`src/rtl/halfspan_pkg.sv`:
```
package halfspan_pkg;
  typedef enum logic {ERR_NEG = 1'b0, ERR_POS = 1'b1} err_dir_t;

  function automatic err_dir_t err_dir(input logic sample, input logic flip);
    return err_dir_t'(sample ^ flip);
  endfunction
endpackage

```
`src/rtl/halfspan_requant.sv`:
```
module halfspan_requant #(
  parameter int FRAC_W = 16
) (
  input  logic              clk,
  input  logic              rst,
  input  logic              adv,
  input  logic [FRAC_W-1:0] frac,
  output logic [FRAC_W-2:0] resid_n,
  output logic              swap_n,
  output logic              carry_n,
  output logic              swap_q
);
  localparam int LW = FRAC_W - 1;

  logic [LW-1:0] resid_q;
  logic [LW:0]   sum1;
  logic          c1;
  logic [1:0]    half_units;
  logic [1:0]    sum2;

  always_comb begin
    // stage one: lower fraction bits seen doubled, carry is the coarse output
    sum1       = {1'b0, resid_q} + {1'b0, frac[LW-1:0]};
    c1         = sum1[LW];
    resid_n    = sum1[LW-1:0];
    // halve back: count of half-periods this cycle (fraction MSB plus carry)
    half_units = {1'b0, frac[FRAC_W-1]} + {1'b0, c1};
    // modulo-2 stage
    sum2       = {1'b0, swap_q} + half_units;
    carry_n    = sum2[1];
    swap_n     = sum2[0];
  end

  always_ff @(posedge clk) begin
    if (rst) begin
      resid_q <= '0;
      swap_q  <= 1'b0;
    end else if (adv) begin
      resid_q <= resid_n;
      swap_q  <= swap_n;
    end
  end
endmodule

```
`src/rtl/halfspan_dtc_scale.sv`:
```
module halfspan_dtc_scale #(
  parameter int RES_W  = 15,
  parameter int GAIN_W = 12,
  parameter int DCC_W  = 8,
  parameter int DTC_W  = 10
) (
  input  logic [RES_W-1:0]        resid,
  input  logic [GAIN_W-1:0]       gain,
  input  logic signed [DCC_W-1:0] dcc,
  output logic [DTC_W-1:0]        word
);
  localparam int PW  = RES_W + GAIN_W;
  localparam int MX1 = (GAIN_W > DCC_W) ? GAIN_W : DCC_W;
  localparam int SW  = ((MX1 > DTC_W) ? MX1 : DTC_W) + 2;

  logic [PW-1:0]        prod;
  logic [GAIN_W-1:0]    scaled;
  logic signed [SW-1:0] total;
  logic signed [SW-1:0] top;

  always_comb begin
    prod   = PW'(resid) * PW'(gain);
    scaled = prod[PW-1:RES_W];
    total  = $signed({{(SW-GAIN_W){1'b0}}, scaled}) + $signed({{(SW-DCC_W){dcc[DCC_W-1]}}, dcc});
    top    = $signed({{(SW-DTC_W){1'b0}}, {DTC_W{1'b1}}});
    if (total < 0)        word = '0;
    else if (total > top) word = {DTC_W{1'b1}};
    else                  word = total[DTC_W-1:0];
  end
endmodule

```
`src/rtl/halfspan_fine_tune.sv`:
```
module halfspan_fine_tune
  import halfspan_pkg::*;
#(
  parameter int TUNE_W = 16,
  parameter int KG_W   = 8
) (
  input  logic                     clk,
  input  logic                     rst,
  input  logic                     adv,
  input  logic                     sample,
  input  logic                     flip,
  input  logic [KG_W-1:0]          kp,
  input  logic [KG_W-1:0]          ki,
  output logic signed [TUNE_W-1:0] tune_q
);
  localparam int EW = ((KG_W > TUNE_W) ? KG_W : TUNE_W) + 2;

  logic signed [TUNE_W-1:0] integ_q, integ_n, tune_n;
  logic signed [EW-1:0]     ki_e, kp_e, isum, tsum;
  err_dir_t                 dir;

  function automatic logic signed [TUNE_W-1:0] clamp(input logic signed [EW-1:0] v);
    logic signed [EW-1:0] hi, lo;
    hi = $signed({{(EW-TUNE_W+1){1'b0}}, {(TUNE_W-1){1'b1}}});
    lo = -hi - 1;
    if (v > hi)      return hi[TUNE_W-1:0];
    else if (v < lo) return lo[TUNE_W-1:0];
    else             return v[TUNE_W-1:0];
  endfunction

  always_comb begin
    dir     = err_dir(sample, flip);
    ki_e    = $signed({{(EW-KG_W){1'b0}}, ki});
    kp_e    = $signed({{(EW-KG_W){1'b0}}, kp});
    isum    = EW'(integ_q) + ((dir == ERR_POS) ? ki_e : -ki_e);
    integ_n = clamp(isum);
    tsum    = EW'(integ_n) + ((dir == ERR_POS) ? kp_e : -kp_e);
    tune_n  = clamp(tsum);
  end

  always_ff @(posedge clk) begin
    if (rst) begin
      integ_q <= '0;
      tune_q  <= '0;
    end else if (adv) begin
      integ_q <= integ_n;
      tune_q  <= tune_n;
    end
  end
endmodule

```
`src/rtl/halfspan_dtc_ctrl.sv`:
```
module halfspan_dtc_ctrl #(
  parameter int INT_W  = 8,
  parameter int FRAC_W = 16,
  parameter int GAIN_W = 12,
  parameter int DCC_W  = 8,
  parameter int DTC_W  = 10,
  parameter int TUNE_W = 16,
  parameter int KG_W   = 8
) (
  input  logic                     clk,
  input  logic                     rst,
  input  logic                     valid,
  input  logic [INT_W-1:0]         fcw_int,
  input  logic [FRAC_W-1:0]        fcw_frac,
  input  logic [GAIN_W-1:0]        gain,
  input  logic signed [DCC_W-1:0]  dcc,
  input  logic                     pd_sample,
  input  logic [KG_W-1:0]          kp,
  input  logic [KG_W-1:0]          ki,
  output logic [INT_W:0]           div_mod,
  output logic                     swap,
  output logic [DTC_W-1:0]         dtc_word,
  output logic signed [TUNE_W-1:0] tune_word
);
  localparam int RES_W = FRAC_W - 1;

  logic [RES_W-1:0] resid_n;
  logic             swap_n, carry_n;
  logic [DTC_W-1:0] dtc_n;

  halfspan_requant #(.FRAC_W(FRAC_W)) u_requant (
    .clk(clk), .rst(rst), .adv(valid), .frac(fcw_frac),
    .resid_n(resid_n), .swap_n(swap_n), .carry_n(carry_n), .swap_q(swap)
  );

  halfspan_dtc_scale #(.RES_W(RES_W), .GAIN_W(GAIN_W), .DCC_W(DCC_W), .DTC_W(DTC_W)) u_scale (
    .resid(resid_n), .gain(gain), .dcc(dcc), .word(dtc_n)
  );

  halfspan_fine_tune #(.TUNE_W(TUNE_W), .KG_W(KG_W)) u_tune (
    .clk(clk), .rst(rst), .adv(valid), .sample(pd_sample), .flip(swap),
    .kp(kp), .ki(ki), .tune_q(tune_word)
  );

  always_ff @(posedge clk) begin
    if (rst) begin
      div_mod  <= '0;
      dtc_word <= '0;
    end else if (valid) begin
      div_mod  <= {1'b0, fcw_int} + {{INT_W{1'b0}}, carry_n};
      dtc_word <= dtc_n;
    end
  end
endmodule

```
`config.mk`:
```
export PLATFORM = sky130hd
export DESIGN_NAME = halfspan_dtc_ctrl
export DESIGN_NICKNAME = d
export VERILOG_FILES = /design/src/rtl/halfspan_pkg.sv /design/src/rtl/halfspan_requant.sv /design/src/rtl/halfspan_dtc_scale.sv /design/src/rtl/halfspan_fine_tune.sv /design/src/rtl/halfspan_dtc_ctrl.sv
export SDC_FILE = /design/constraint.sdc
export NUM_CORES = 1
export LEC_CHECK = 0
export ABC_AREA = 1
export BUFFER_PORTS_ARGS = -buffer_cell sky130_fd_sc_hd__buf_2
export CORE_UTILIZATION = 45
export CTS_CLUSTER_SIZE = 8
export DETAILED_ROUTE_END_ITERATION = 16
export MAX_ROUTING_LAYER = met4
export PLACE_DENSITY = 0.72
export SETUP_SLACK_MARGIN = 0.4
export SLEW_MARGIN = 10
export SYNTH_ARGS = -nofsm -noshare
export SYNTH_HDL_FRONTEND = slang
export SYNTH_SLANG_ARGS = --single-unit
```
`constraint.sdc`:
```
create_clock -name clk -period 17 [get_ports clk]
set_clock_uncertainty 0.15 [all_clocks]
set_input_delay 3.4 -clock clk [delete_from_list [all_inputs] [get_ports clk]]
set_output_delay 3.4 -clock clk [all_outputs]
set_load 0.01 [all_outputs]
```
==> flow_results.org <==
** Place
- PortBufs :: 99
- The congestion estimate from routability-driven global placement came to 0.925.
- Summed over all nets, the half-perimeter wirelength after detailed placement is 24800 um.
- Area after DPL :: 0.0126 mm2

** Synthesis
- Net count after synthesis :: 2005
- Area fraction of the dominant cell type after synthesis :: 22.5%
- fa_1 takes more of the synthesized area than any other cell.
- Number of flops mapped to enable cells by yosys :: 0
- Share of the yosys chip area belonging to registers :: 11.3%
- Dominant synthesized flop cell :: dfxtp_1
- Summing the areas of all compound-gate instances in the mapped netlist gives 11.8% of the synthesized area.
- Post-Synth XOR/XNOR Area :: 4.93%
- Of all flip-flops after synthesis, the portion carrying an async set or reset was 0%.
- Of the total synthesized cell area, the portion taken by AND, OR, NAND and NOR gates is 24.2%.
- Multiplexer fraction of the synthesized cell area :: 0%
- Total standard cell area after synthesis :: 0.0119 mm2
- Number of instances in the synthesized netlist :: 1676
- In the post-synthesis netlist, the biggest area contributors are fa_1, ha_1, nand2_1.
- The synthesized netlist devotes 36.3% of its cell area to adder and majority cells.
- A synthesized cell averages 7.10 um2.
- Main combinational cell family by area after synthesis :: adder cells
- Yosys warns :: 0
- Number of distinct library cell variants in the gate-level netlist after synthesis :: 50
- In this run, synthesis produced a sequential element count of 67.

** Route
- After detailed routing, the number of remaining DRC violations is 0.
- In the final routed layout, each cell accounts on average for 14.6 um.
- Summing over every cut layer, the via total after detailed routing is 10900.
- For this block, the routed nets add up to 30300 um of wire.
- Length of the first detailed-routing pass in iterations :: 5
- Final ANT Viol Nets :: 0
- Metal2 WL :: 14400 um
- Length of routed met3 wiring :: 1650 um
- Detailed-routing wirelength on met1 :: 13900 um
- Highest routed layer :: met4
- After detailed routing, the number of vias per cell comes to 5.24.
- The detailed router finished its first iteration with 752 violations.

** Timing
- Final period demand of the worst path :: 11.43 ns
- Final Max Slew Viols :: 0
- Setup repair after global routing left no endpoint under its margin.
- Setup violations remaining at the end of the flow were counted as 0.
- At the pin with the least slew margin, the transition time is 1.11 ns.
- Max Freq :: 0.0875 GHz
- Relative slew margins :: 25.5%
- The final critical path takes up 67.2% of the cycle.
- Hold violation count in the final report :: 0
- After routing, the total negative slack on setup checks comes to 0 ns.

** Worst setup path
- Crit path DAT :: 11.50 ns
- Cell with the largest stage delay on the worst path :: fa_1
- Critical Path RT :: 17.06 ns
- STA classifies the critical path startpoint as a primary input.
- Launching element of the worst setup path :: fcw_frac[3]
- The critical path is of the primary input to register type.
- Slowest stage delay, CP :: 0.55 ns
- FF-to-FF path depth :: 38
- STA classifies the critical path endpoint as a register.
- Worst-path fanout max :: 10
- Setup slack of the worst register-to-register path :: 8.42 ns
- Reg2Reg Capture Point :: dtc_word[9]
- Counting stages on the worst path, the most repeated cell is nand2_1.
- Worst reg2reg startpoint :: u_requant.resid_q[3]

** Finish
- Most common library cell in the layout ignoring fill and taps :: nand2_1
- In the layout the commonest cells are nand2_1, inv_1, nor2_1, fa_1, ha_1.
- Final design instance area without fill :: 0.0129 mm2
- Syn-to-layout area delta :: 8.53%
- 0 antenna diodes ended up in the layout.
- Final #Nets :: 2074
- Layout cell share with drive strength beyond 1 :: 9.89%

** Clocking
- In this run the number of H-tree levels came out at 3.
- After clock tree synthesis, the repair step resized 0 gates.
- Buffers inserted during clock tree synthesis total 9.
- Clock-pin slew was measured on the worst setup and hold paths at 0.07 ns.
- Number of buffers added to fix hold violations after cts :: 0
- Setup bufs post-CTS :: 0
- For this design, the sink count on the clock tree is 67.
- Latest clock arrival within the worst-skew pair :: 0.35 ns
- TritonCTS built the clock tree.
- CTS placed an instance of clkbuf_16 at the clock tree root.
- Max Buffers Root-to-Sink :: 2

** Floorplan
- Die extent in y :: 165 um
- The core region is 0.0260 mm2.
- During I/O placement, the number of pins put on the boundary was 100.
- Die ar. :: 0.0271 mm2
- Measured along the x axis, the die boundary spans 165 um.
- The initialized floorplan defines 59 standard-cell rows.
- Starting Density :: 45.8%

** GRT
- Entering global routing, the biggest net connects 46 pins.
- Total global-route track usage :: 24.2%
- The number of global-route vias before repair was 10900.
- Global route overflow :: 0
- Global-route wire length before repair :: 51300 um
- Antenna violations before repair :: 0

** Job
- Maxcap violations :: 0

** Worst hold path
- Count of cells along the worst hold path :: 2
- For hold timing, the worst endpoint is dtc_word[3].
- Type of the tightest min-delay check :: register to register
- Start point of the worst hold path :: dtc_word[3]

** Run status
- Run status :: complete, no violations
## cells in the mapped netlist, types with 12 or more instances
cell,instances
nor3_1,12
dfxtp_1,67
inv_1,300
fa_1,134
or2_2,12
ha_1,131
nand2_1,371
xnor2_1,18
o21ai_0,66
a21oi_1,104
nand2_2,12
clkbuf_1,31
nor2_1,167
nand3_1,84
xor2_1,49
## area by class of cell
cell class,count,area (um2)
Inverter,307,1150
Timing Repair Buffer,102,518
Tap cell,335,419
Sequential cell,67,1340
Fill cell,2619,13100
Clock buffer,9,225
Clock inverter,7,65.1
Multi-Input combinational cell,1258,9200
## critical path, delay by kind of cell
family / cells / cell delay (ns)
simple gates: 13 / 1.86
xor+xnor: 1 / 0.21
buf+inv: 7 / 0.70
fa+ha+maj: 8 / 3.74
compound gates: 10 / 1.59
## state kept, by name, summed over array words and instances, names as in the netlist
register	cells
u_tune.integ_q	16
u_requant.swap_q	1
dtc_word	10
u_tune.tune_q	16
u_requant.resid_q	15
div_mod	9
## logic make-up after synthesis
group / after synthesis
buffers and inverters: 351
DFF: 67
adders and majority gates: 265
and+or+nand+nor: 689
xor gates and xnor gates: 67
AOI/OAI and AO/OA: 237
## metrics by stage
stage / hold WS (ns) / cells / util (%) / setup WS (ns)
detailed placement: 0.309 / 2069 / 48.6 / 5.31
CTS: 0.323 / 2085 / 49.7 / 5.65
global route: 0.351 / 2085 / 49.7 / 4.90
global placement: 0.305 / 2069 / 48.6 / 5.45
finish: 0.322 / 2085 / 49.7 / 5.57
floorplan: 0.303 / 1676 / - / 6.50
## routing by layer
| layer | GRT usage, % | vias to the layer above |
|---|---|---|
| met3 | 2.86 | 39 |
| met4 | 5.75 | 0 |
| met2 | 40.5 | 328 |
| met5 | - | - |
| li1 | - | 5382 |
| met1 | 31.2 | 5184 |
## how the worst max path moves through the flow
stage                             end  depth (start not counted)  slack [ns]
after floorplan           dtc_word[0]                         37        6.50
after global placement    dtc_word[5]                         40        5.45
after detailed placement  dtc_word[9]                         40        5.31
after CTS                 dtc_word[9]                         40        5.65
after global routing      dtc_word[9]                         40        4.90
final                     dtc_word[9]                         39        5.57
Power is left out: the tool's default activity adds up to more than one toggle a clock period on the data nets, which glitch-free logic cannot reach.
